===== src/rtl/pdac_pkg.sv =====
package pdac_pkg;

  typedef enum logic [1:0] {
    SEL_LO   = 2'b00,
    SEL_HI   = 2'b01,
    SEL_RSV  = 2'b10,
    SEL_MODE = 2'b11
  } pdac_sel_e;

  // Packed so that speed is bit 0, sleep bit 1, load-through bit 2.
  typedef struct packed {
    logic load_thru;
    logic sleep;
    logic speed;
  } pdac_mode_t;

  localparam int MODE_W = $bits(pdac_mode_t);

endpackage


===== src/rtl/pdac_sync.sv =====
module pdac_sync #(
  parameter int         WIDTH   = 1,
  parameter int         STAGES  = 2,
  parameter logic [WIDTH-1:0] RST_VAL = '0
) (
  input  logic             clk,
  input  logic             rst,
  input  logic [WIDTH-1:0] din,
  output logic [WIDTH-1:0] dout
);

  logic [WIDTH-1:0] stg [STAGES];

  always_ff @(posedge clk) begin
    if (rst) stg[0] <= RST_VAL;
    else     stg[0] <= din;
  end

  for (genvar i = 1; i < STAGES; i++) begin : g_stage
    always_ff @(posedge clk) begin
      if (rst) stg[i] <= RST_VAL;
      else     stg[i] <= stg[i-1];
    end
  end

  assign dout = stg[STAGES-1];

endmodule


===== src/rtl/pdac_reg_bank.sv =====
module pdac_reg_bank
  import pdac_pkg::*;
#(
  parameter int DATA_W = 8,
  parameter int CODE_W = 12
) (
  input  logic              clk,
  input  logic              rst,
  input  logic              we_n_s,
  input  logic              cs_n_s,
  input  logic [1:0]        sel,
  input  logic [DATA_W-1:0] data,
  output logic [CODE_W-1:0] staged,
  output pdac_mode_t        mode_q
);

  localparam int HI_W = CODE_W - DATA_W;

  logic              we_prev;
  logic              wr_stb;
  logic [DATA_W-1:0] lo_q;
  logic [HI_W-1:0]   hi_q;

  always_ff @(posedge clk) begin
    if (rst) we_prev <= 1'b1;
    else     we_prev <= we_n_s;
  end

  assign wr_stb = we_n_s & ~we_prev & ~cs_n_s;

  always_ff @(posedge clk) begin
    if (rst) begin
      lo_q   <= '0;
      hi_q   <= '0;
      mode_q <= '0;
    end else if (wr_stb) begin
      unique case (pdac_sel_e'(sel))
        SEL_LO:   lo_q   <= data;
        SEL_HI:   hi_q   <= data[HI_W-1:0];
        SEL_MODE: mode_q <= data[MODE_W-1:0];
        default:  ;
      endcase
    end
  end

  assign staged = {hi_q, lo_q};

endmodule


===== src/rtl/pdac_out_stage.sv =====
module pdac_out_stage
  import pdac_pkg::*;
#(
  parameter int CODE_W = 12
) (
  input  logic              clk,
  input  logic              rst,
  input  pdac_mode_t        mode_q,
  input  logic              ldac_n_s,
  input  logic              spd_s,
  input  logic              pwr_n_s,
  input  logic [CODE_W-1:0] staged,
  output logic [CODE_W-1:0] dac_code,
  output logic              fast_mode,
  output logic              power_down
);

  logic transparent;

  assign transparent = ~ldac_n_s | mode_q.load_thru;

  always_ff @(posedge clk) begin
    if (rst) begin
      dac_code   <= '0;
      fast_mode  <= 1'b0;
      power_down <= 1'b0;
    end else begin
      if (transparent) dac_code <= staged;
      fast_mode  <= spd_s | mode_q.speed;
      power_down <= ~pwr_n_s | mode_q.sleep;
    end
  end

endmodule


===== src/rtl/pdac_front.sv =====
module pdac_front
  import pdac_pkg::*;
#(
  parameter int DATA_W      = 8,
  parameter int CODE_W      = 12,
  parameter int SYNC_STAGES = 2
) (
  input  logic              clk,
  input  logic              rst,
  input  logic              we_n,
  input  logic              cs_n,
  input  logic              ldac_n,
  input  logic              spd_pin,
  input  logic              pwr_n_pin,
  input  logic [1:0]        sel,
  input  logic [DATA_W-1:0] data,
  output logic [CODE_W-1:0] dac_code,
  output logic              fast_mode,
  output logic              power_down
);

  localparam int PIN_N = 5;
  // order: we_n, cs_n, ldac_n, spd, pwr_n
  localparam logic [PIN_N-1:0] PIN_IDLE = 5'b11101;

  logic [PIN_N-1:0]  pins_s;
  logic              we_n_s, cs_n_s, ldac_n_s, spd_s, pwr_n_s;
  logic [CODE_W-1:0] staged;
  pdac_mode_t        mode_q;

  pdac_sync #(
    .WIDTH  (PIN_N),
    .STAGES (SYNC_STAGES),
    .RST_VAL(PIN_IDLE)
  ) u_sync (
    .clk (clk),
    .rst (rst),
    .din ({we_n, cs_n, ldac_n, spd_pin, pwr_n_pin}),
    .dout(pins_s)
  );

  assign {we_n_s, cs_n_s, ldac_n_s, spd_s, pwr_n_s} = pins_s;

  pdac_reg_bank #(
    .DATA_W(DATA_W),
    .CODE_W(CODE_W)
  ) u_regs (
    .clk   (clk),
    .rst   (rst),
    .we_n_s(we_n_s),
    .cs_n_s(cs_n_s),
    .sel   (sel),
    .data  (data),
    .staged(staged),
    .mode_q(mode_q)
  );

  pdac_out_stage #(
    .CODE_W(CODE_W)
  ) u_out (
    .clk       (clk),
    .rst       (rst),
    .mode_q    (mode_q),
    .ldac_n_s  (ldac_n_s),
    .spd_s     (spd_s),
    .pwr_n_s   (pwr_n_s),
    .staged    (staged),
    .dac_code  (dac_code),
    .fast_mode (fast_mode),
    .power_down(power_down)
  );

endmodule


===== config.mk =====
export PLATFORM = sky130hd
export DESIGN_NAME = pdac_front
export DESIGN_NICKNAME = d
export VERILOG_FILES = /design/src/rtl/pdac_pkg.sv /design/src/rtl/pdac_sync.sv /design/src/rtl/pdac_reg_bank.sv /design/src/rtl/pdac_out_stage.sv /design/src/rtl/pdac_front.sv
export SDC_FILE = /design/constraint.sdc
export NUM_CORES = 1
export LEC_CHECK = 0
export BUFFER_PORTS_ARGS = -buffer_cell sky130_fd_sc_hd__buf_2
export CAP_MARGIN = 15
export CORE_MARGIN = 3
export CORE_UTILIZATION = 55
export DETAILED_ROUTE_END_ITERATION = 8
export PLACE_DENSITY = 0.78
export SETUP_SLACK_MARGIN = 0.3
export SLEW_MARGIN = 20
export SYNTH_ARGS = -nofsm -noshare
export SYNTH_HDL_FRONTEND = slang
export SYNTH_SLANG_ARGS = --single-unit

===== constraint.sdc =====
create_clock -name clk -period 2.6 [get_ports clk]
set_clock_uncertainty 0.05 [all_clocks]
set_input_delay 0.26 -clock clk [delete_from_list [all_inputs] [get_ports clk]]
set_output_delay 0.26 -clock clk [all_outputs]
set_load 0.005 [all_outputs]

Word-level counts from Yosys, hierarchy flattened
Memory sizes are Yosys's and may differ from the RTL's.
Cells that the tools add are included.

operators by class
  shift-type cells = 0
  divide/modulo/power cells = 0
  multipliers = 0
  add/sub/neg operators = 0
  equal/unequal tests = 2
  reductions and logical operators = 4
  muxes and demuxes = 5
  magnitude comparators = 0
  bitwise gates (word level) = 11

operator list
  kind                                                  count
  2-to-1 mux 5 bit                                      2
  AND reduction 2 bit                                   3
  bitwise OR 1 bit                                      5
  inverter 1 bit                                        4
  2-to-1 mux 1 bit                                      3
  AND 1 bit                                             2
  equality test 2 x 1 -> 1 bit (second input constant)  1
  equality test 2 bit (second input constant)           1
  zero test 2 bit                                       1

word-level totals
  logic and storage cells = 32
  memories = 1
  flip-flop bits (word level) = 30
  latch bits = 0
  input bits = 17
  bits in read-only memories = 0
  output and inout port bits = 14
  bits in writable memories = 10

memories
  name        depth  width  rd ports  clocked after Yosys merged registers in  write ports  RTL line         RTL
  u_sync.stg  2      5      2         0                                        2            pdac_sync.sv:12  logic [WIDTH-1:0] stg [STAGES];

Logic depth before layout (Yosys ltp)
  depth in word-level cells = 4
  depth in mapped cells = 4
  mapped depth without buffers = 3

Hierarchy
Synthesis repeated with hierarchy kept, for this count alone.

second synthesis, totals
  cells, all modules = 145
  area, all modules = 1605.3 um2

modules (own cells, without submodules)
  module          instances  cells an instance  area each (um2)  seq. area each (um2)
  pdac_reg_bank   1          65                 689.4            320.3
  pdac_out_stage  1          60                 653.1            280.3
  pdac_sync       1          20                 262.8            200.2

Least setup slack after synthesis
OpenSTA, ideal clock, no wires.

  path kind = flip-flop to flip-flop
  start = memory u_sync.stg[1][3] (netlist bit)
  end = register u_regs.lo_q[0]
  setup time = 0.072 ns
  data arrival time = 0.916 ns
  path buffers = 1
  data required time = 2.478 ns
  period minus slack after synthesis = 1.038 ns
  path slack = 1.562 ns
  stages on the path, launching flop included = 5
  path through = dfxtp_1 -> nor2_2 -> and4bb_1 -> buf_6 -> mux2i_1

RTL lines
  what                  RTL line             RTL
  start, declared       pdac_sync.sv:12
  end signal, assigned  pdac_reg_bank.sv:38  SEL_LO: lo_q <= data;
  end, declared         pdac_reg_bank.sv:21  logic [DATA_W-1:0] lo_q;

==> run summary <==
GLOBAL ROUTING
--------------------------------------------------------------------------------------
Pin count of the biggest net entering global routing                                49
Aggregate global-route resource usage                                            16.7%
Global-route wire length before repair                                         4090 um
Leftover overflow at the end of global routing                                       0
Via count of the first global-routing pass                                         977
Number of antenna violations at the first check in global routing                    0

ROUTING
--------------------------------------------------------------------------------------
Met2 routed wirelength                                                         1150 um
Max layer used                                                                    met4
Average via count per standard cell                                               5.08
Met1 wire length                                                                997 um
Vias                                                                              1022
Drc violations                                                                       0
Average wire per cell in the routed design                                     11.8 um
Total wire length                                                              2370 um
Number of antenna-violating nets in the routed design                                0
Met3 routed WL                                                                  165 um
Number of iterations in the first detailed-routing pass                              4
First-iteration detailed-routing DRC count                                          20

FINAL LAYOUT
--------------------------------------------------------------------------------------
Count of filler cells inserted in the layout                                       199
Utilization after layout                                                         70.0%
Total area of multi-input combinational cells                                  572 um2
Layout overhead on the synthesized area                                          15.1%
Combined flip-flop and latch cell area                                         801 um2
Antenna cell count                                                                   0
Total number of nets in the final design                                           189
Non-filler instance count after layout                                             201
Share of final-layout standard cells stronger than drive strength 1              27.2%

SYNTHESIS
--------------------------------------------------------------------------------------
Synthesized netlist cell count                                                     143
Net count after synthesis                                                          160
Portion of synthesized cell area occupied by the leading cell type               56.3%
Number of enable flip-flop cells after synthesis                                     0
Largest area contributor in the netlist                                        dfxtp_1
Prevailing post-synth register cell                                            dfxtp_1
Most common cell in the synthesized netlist                                    dfxtp_1
Synth async-reset ratio                                                             0%
Flops & latches, synth                                                              40
Synth cell count leaders                                                  dfxtp_1 (40), nand2_1 (24), nand2b_1 (24), mux2i_1 (15), a21oi_1 (13)
Number of distinct standard cells referenced by the synthesized netlist             17
Sequential-to-total area share from yosys stat                                   56.3%
Mapped Avg Cell Area                                                          9.95 um2
Number of synthesis warnings                                                         0
Largest cells by area after synthesis                                     dfxtp_1 (56%), mux2i_1 (11%), nand2b_1 (11%)
Post-synthesis cell area                                                   0.00142 mm2

PLACEMENT
--------------------------------------------------------------------------------------
Worst setup slack after placement                                              1190 ps
Count of placed standard cells including taps                                      193
Gpl congestion                                                                   0.695
Detailed Place HPWL                                                            1620 um
Port buffer count                                                                   30

CLOCKING
--------------------------------------------------------------------------------------
CTS resizes                                                                          0
Maximum clock path buffer count                                                      2
Total of hold buffers inserted after clock tree synthesis                            0
Cell at the root of the clock tree                                            clkbuf_4
Clock H-tree levels                                                                  2
Register clock-pin slew on the reported worst setup and hold paths              110 ps
Number of setup buffers added after CTS                                              0
Insertion delay to the later sink of the worst-skew pair                        340 ps
CTS tree                                                                          done
Total clock sinks                                                                   40
Total CTS buffers                                                                    5

STA
--------------------------------------------------------------------------------------
Final setup violation count                                                          0
Transition time at the pin with the least slew margin                           787 ps
Share of the clock period used by the worst path after layout                    53.7%
Total Negative Setup Slacks                                                       0 ps
Count of final max-slew check failures                                               0
Setup repair after global routing missed its margin                              false
Fmax achieved                                                                0.716 GHz
Worst relative slew slack                                                        47.4%
Count of final hold-check violations                                                 0
Final worst slack                                                              1200 ps
Final critical path time including I/O delays and setup                        1400 ps

DIE
--------------------------------------------------------------------------------------
Horizontal die dimension                                                       56.9 um
Area of the placeable core                                                 0.00234 mm2
Area of the die                                                            0.00323 mm2
Top-level port count                                                                31
Chip Height                                                                    56.9 um
Effective utilization at floorplan                                               60.8%
Floorplan row count                                                                 17

STATUS
--------------------------------------------------------------------------------------
Run status                                                                   completed

PWR
--------------------------------------------------------------------------------------
Largest vdd supply drop                                                       0.552 mV
P_leak                                                                        0.696 nW
Power density of the placed cells                                           644 mW/mm2

WORST SETUP PATH
--------------------------------------------------------------------------------------
Endpoint required time on the critical path                                    2820 ps
Startpoint types                                                              register
Critical Path Fanout Max                                                             8
Critical path arrival                                                          1620 ps
Worst Setup End Kind                                                          register
Critical setup path kind                                                       reg2reg

WORST HOLD PATH
--------------------------------------------------------------------------------------
Path class of the lowest-slack min-delay path                                   in2reg

JOB
--------------------------------------------------------------------------------------
Max Cap Violations                                                                   0

## cells in the final DEF (no fill, tap or decap), drive strengths merged
| cell type | netlist | final |
|---|---|---|
| nor2 | 3 | 3 |
| a21oi | 13 | 13 |
| bufinv | 0 | 1 |
| nand4b | 1 | 1 |
| or2 | 9 | 9 |
| buf | 6 | 30 |
| dfxtp | 40 | 40 |
| clkbuf | 2 | 6 |
| mux2i | 15 | 15 |
| clkinv | 0 | 1 |
| and4bb | 1 | 1 |
| nand4 | 1 | 1 |
| nor2b | 3 | 3 |
| nand2b | 24 | 24 |
| nand2 | 24 | 24 |
| inv | 1 | 1 |
## path summary, 6_finish.rpt
path / cells after the start / end / slack, ps / startpoint
max: 3 / u_regs.lo_q[3] / 1200 / u_sync.stg[1][3]
min: 2 / u_sync.stg[0][0] / 40 / pwr_n_pin
max reg2reg: 3 / u_regs.lo_q[3] / 1200 / u_sync.stg[1][3]
min reg2reg: 1 / u_out.power_down / 370 / u_sync.stg[1][0]
## kinds of logic after synthesis
logic type | Yosys count | share of synthesized area, %
AOI/OAI and AO/OA | 13 | 4.57
buffers and inverters | 9 | 3.52
muxes | 15 | 10.6
and+or+nand+nor | 66 | 25.1
DFF | 40 | 56.3
## routing by layer
| layer | global-route usage (%) | vias to the layer above |
|---|---|---|
| li1 | - | 516 |
| met3 | 6.90 | 5 |
| met4 | 7.95 | 0 |
| met2 | 29.0 | 28 |
| met1 | 17.3 | 473 |
| met5 | 0 | - |
## sequential cells by signal (all words and copies together) (netlist names)
register / cells
u_out.power_down: 1
u_regs.lo_q: 8
u_regs.mode_q: 3
u_regs.we_prev: 1
u_sync.stg: 10
u_out.fast_mode: 1
u_out.dac_code: 12
u_regs.hi_q: 4
## worst max-delay path: stages (launching register included)
cell,delay (ps)
dfxtp_1,320
nor2_2,140
and4bb_1,560
mux2i_1,250
## power breakdown
group / leakage (nW) / switching [mW] / internal (mW) / total, mW
registers: 0.325 / 0.00266 / 0.621 / 0.624
clock network: 0.0422 / 0.186 / 0.202 / 0.388
logic: 0.329 / 0.0212 / 0.0220 / 0.0433
total: 0.696 / 0.210 / 0.845 / 1.05
## layout make-up
cell class | count | area share (%)
flip-flops and latches | 40 | 48.9
multi-input cells | 94 | 34.9
repair buffers | 30 | 9.17
clock buffers | 6 | 2.52
clock inverters | 2 | 2.14
well taps | 28 | 2.14
inverters | 1 | 0.229
## through the flow
| stage | hold slack, ps | area (um2) | power (mW) |
|---|---|---|---|
| finish | 42.7 | 1640 | 1.05 |
| global route | 24.5 | 1640 | 1.10 |
| CTS | 29.9 | 1640 | 1.07 |
| detailed placement | 353 | 1560 | 0.682 |
| global placement | 342 | 1560 | 0.680 |
| floorplan | 314 | 1420 | 0.666 |
(Power assumes the default switching activity.)
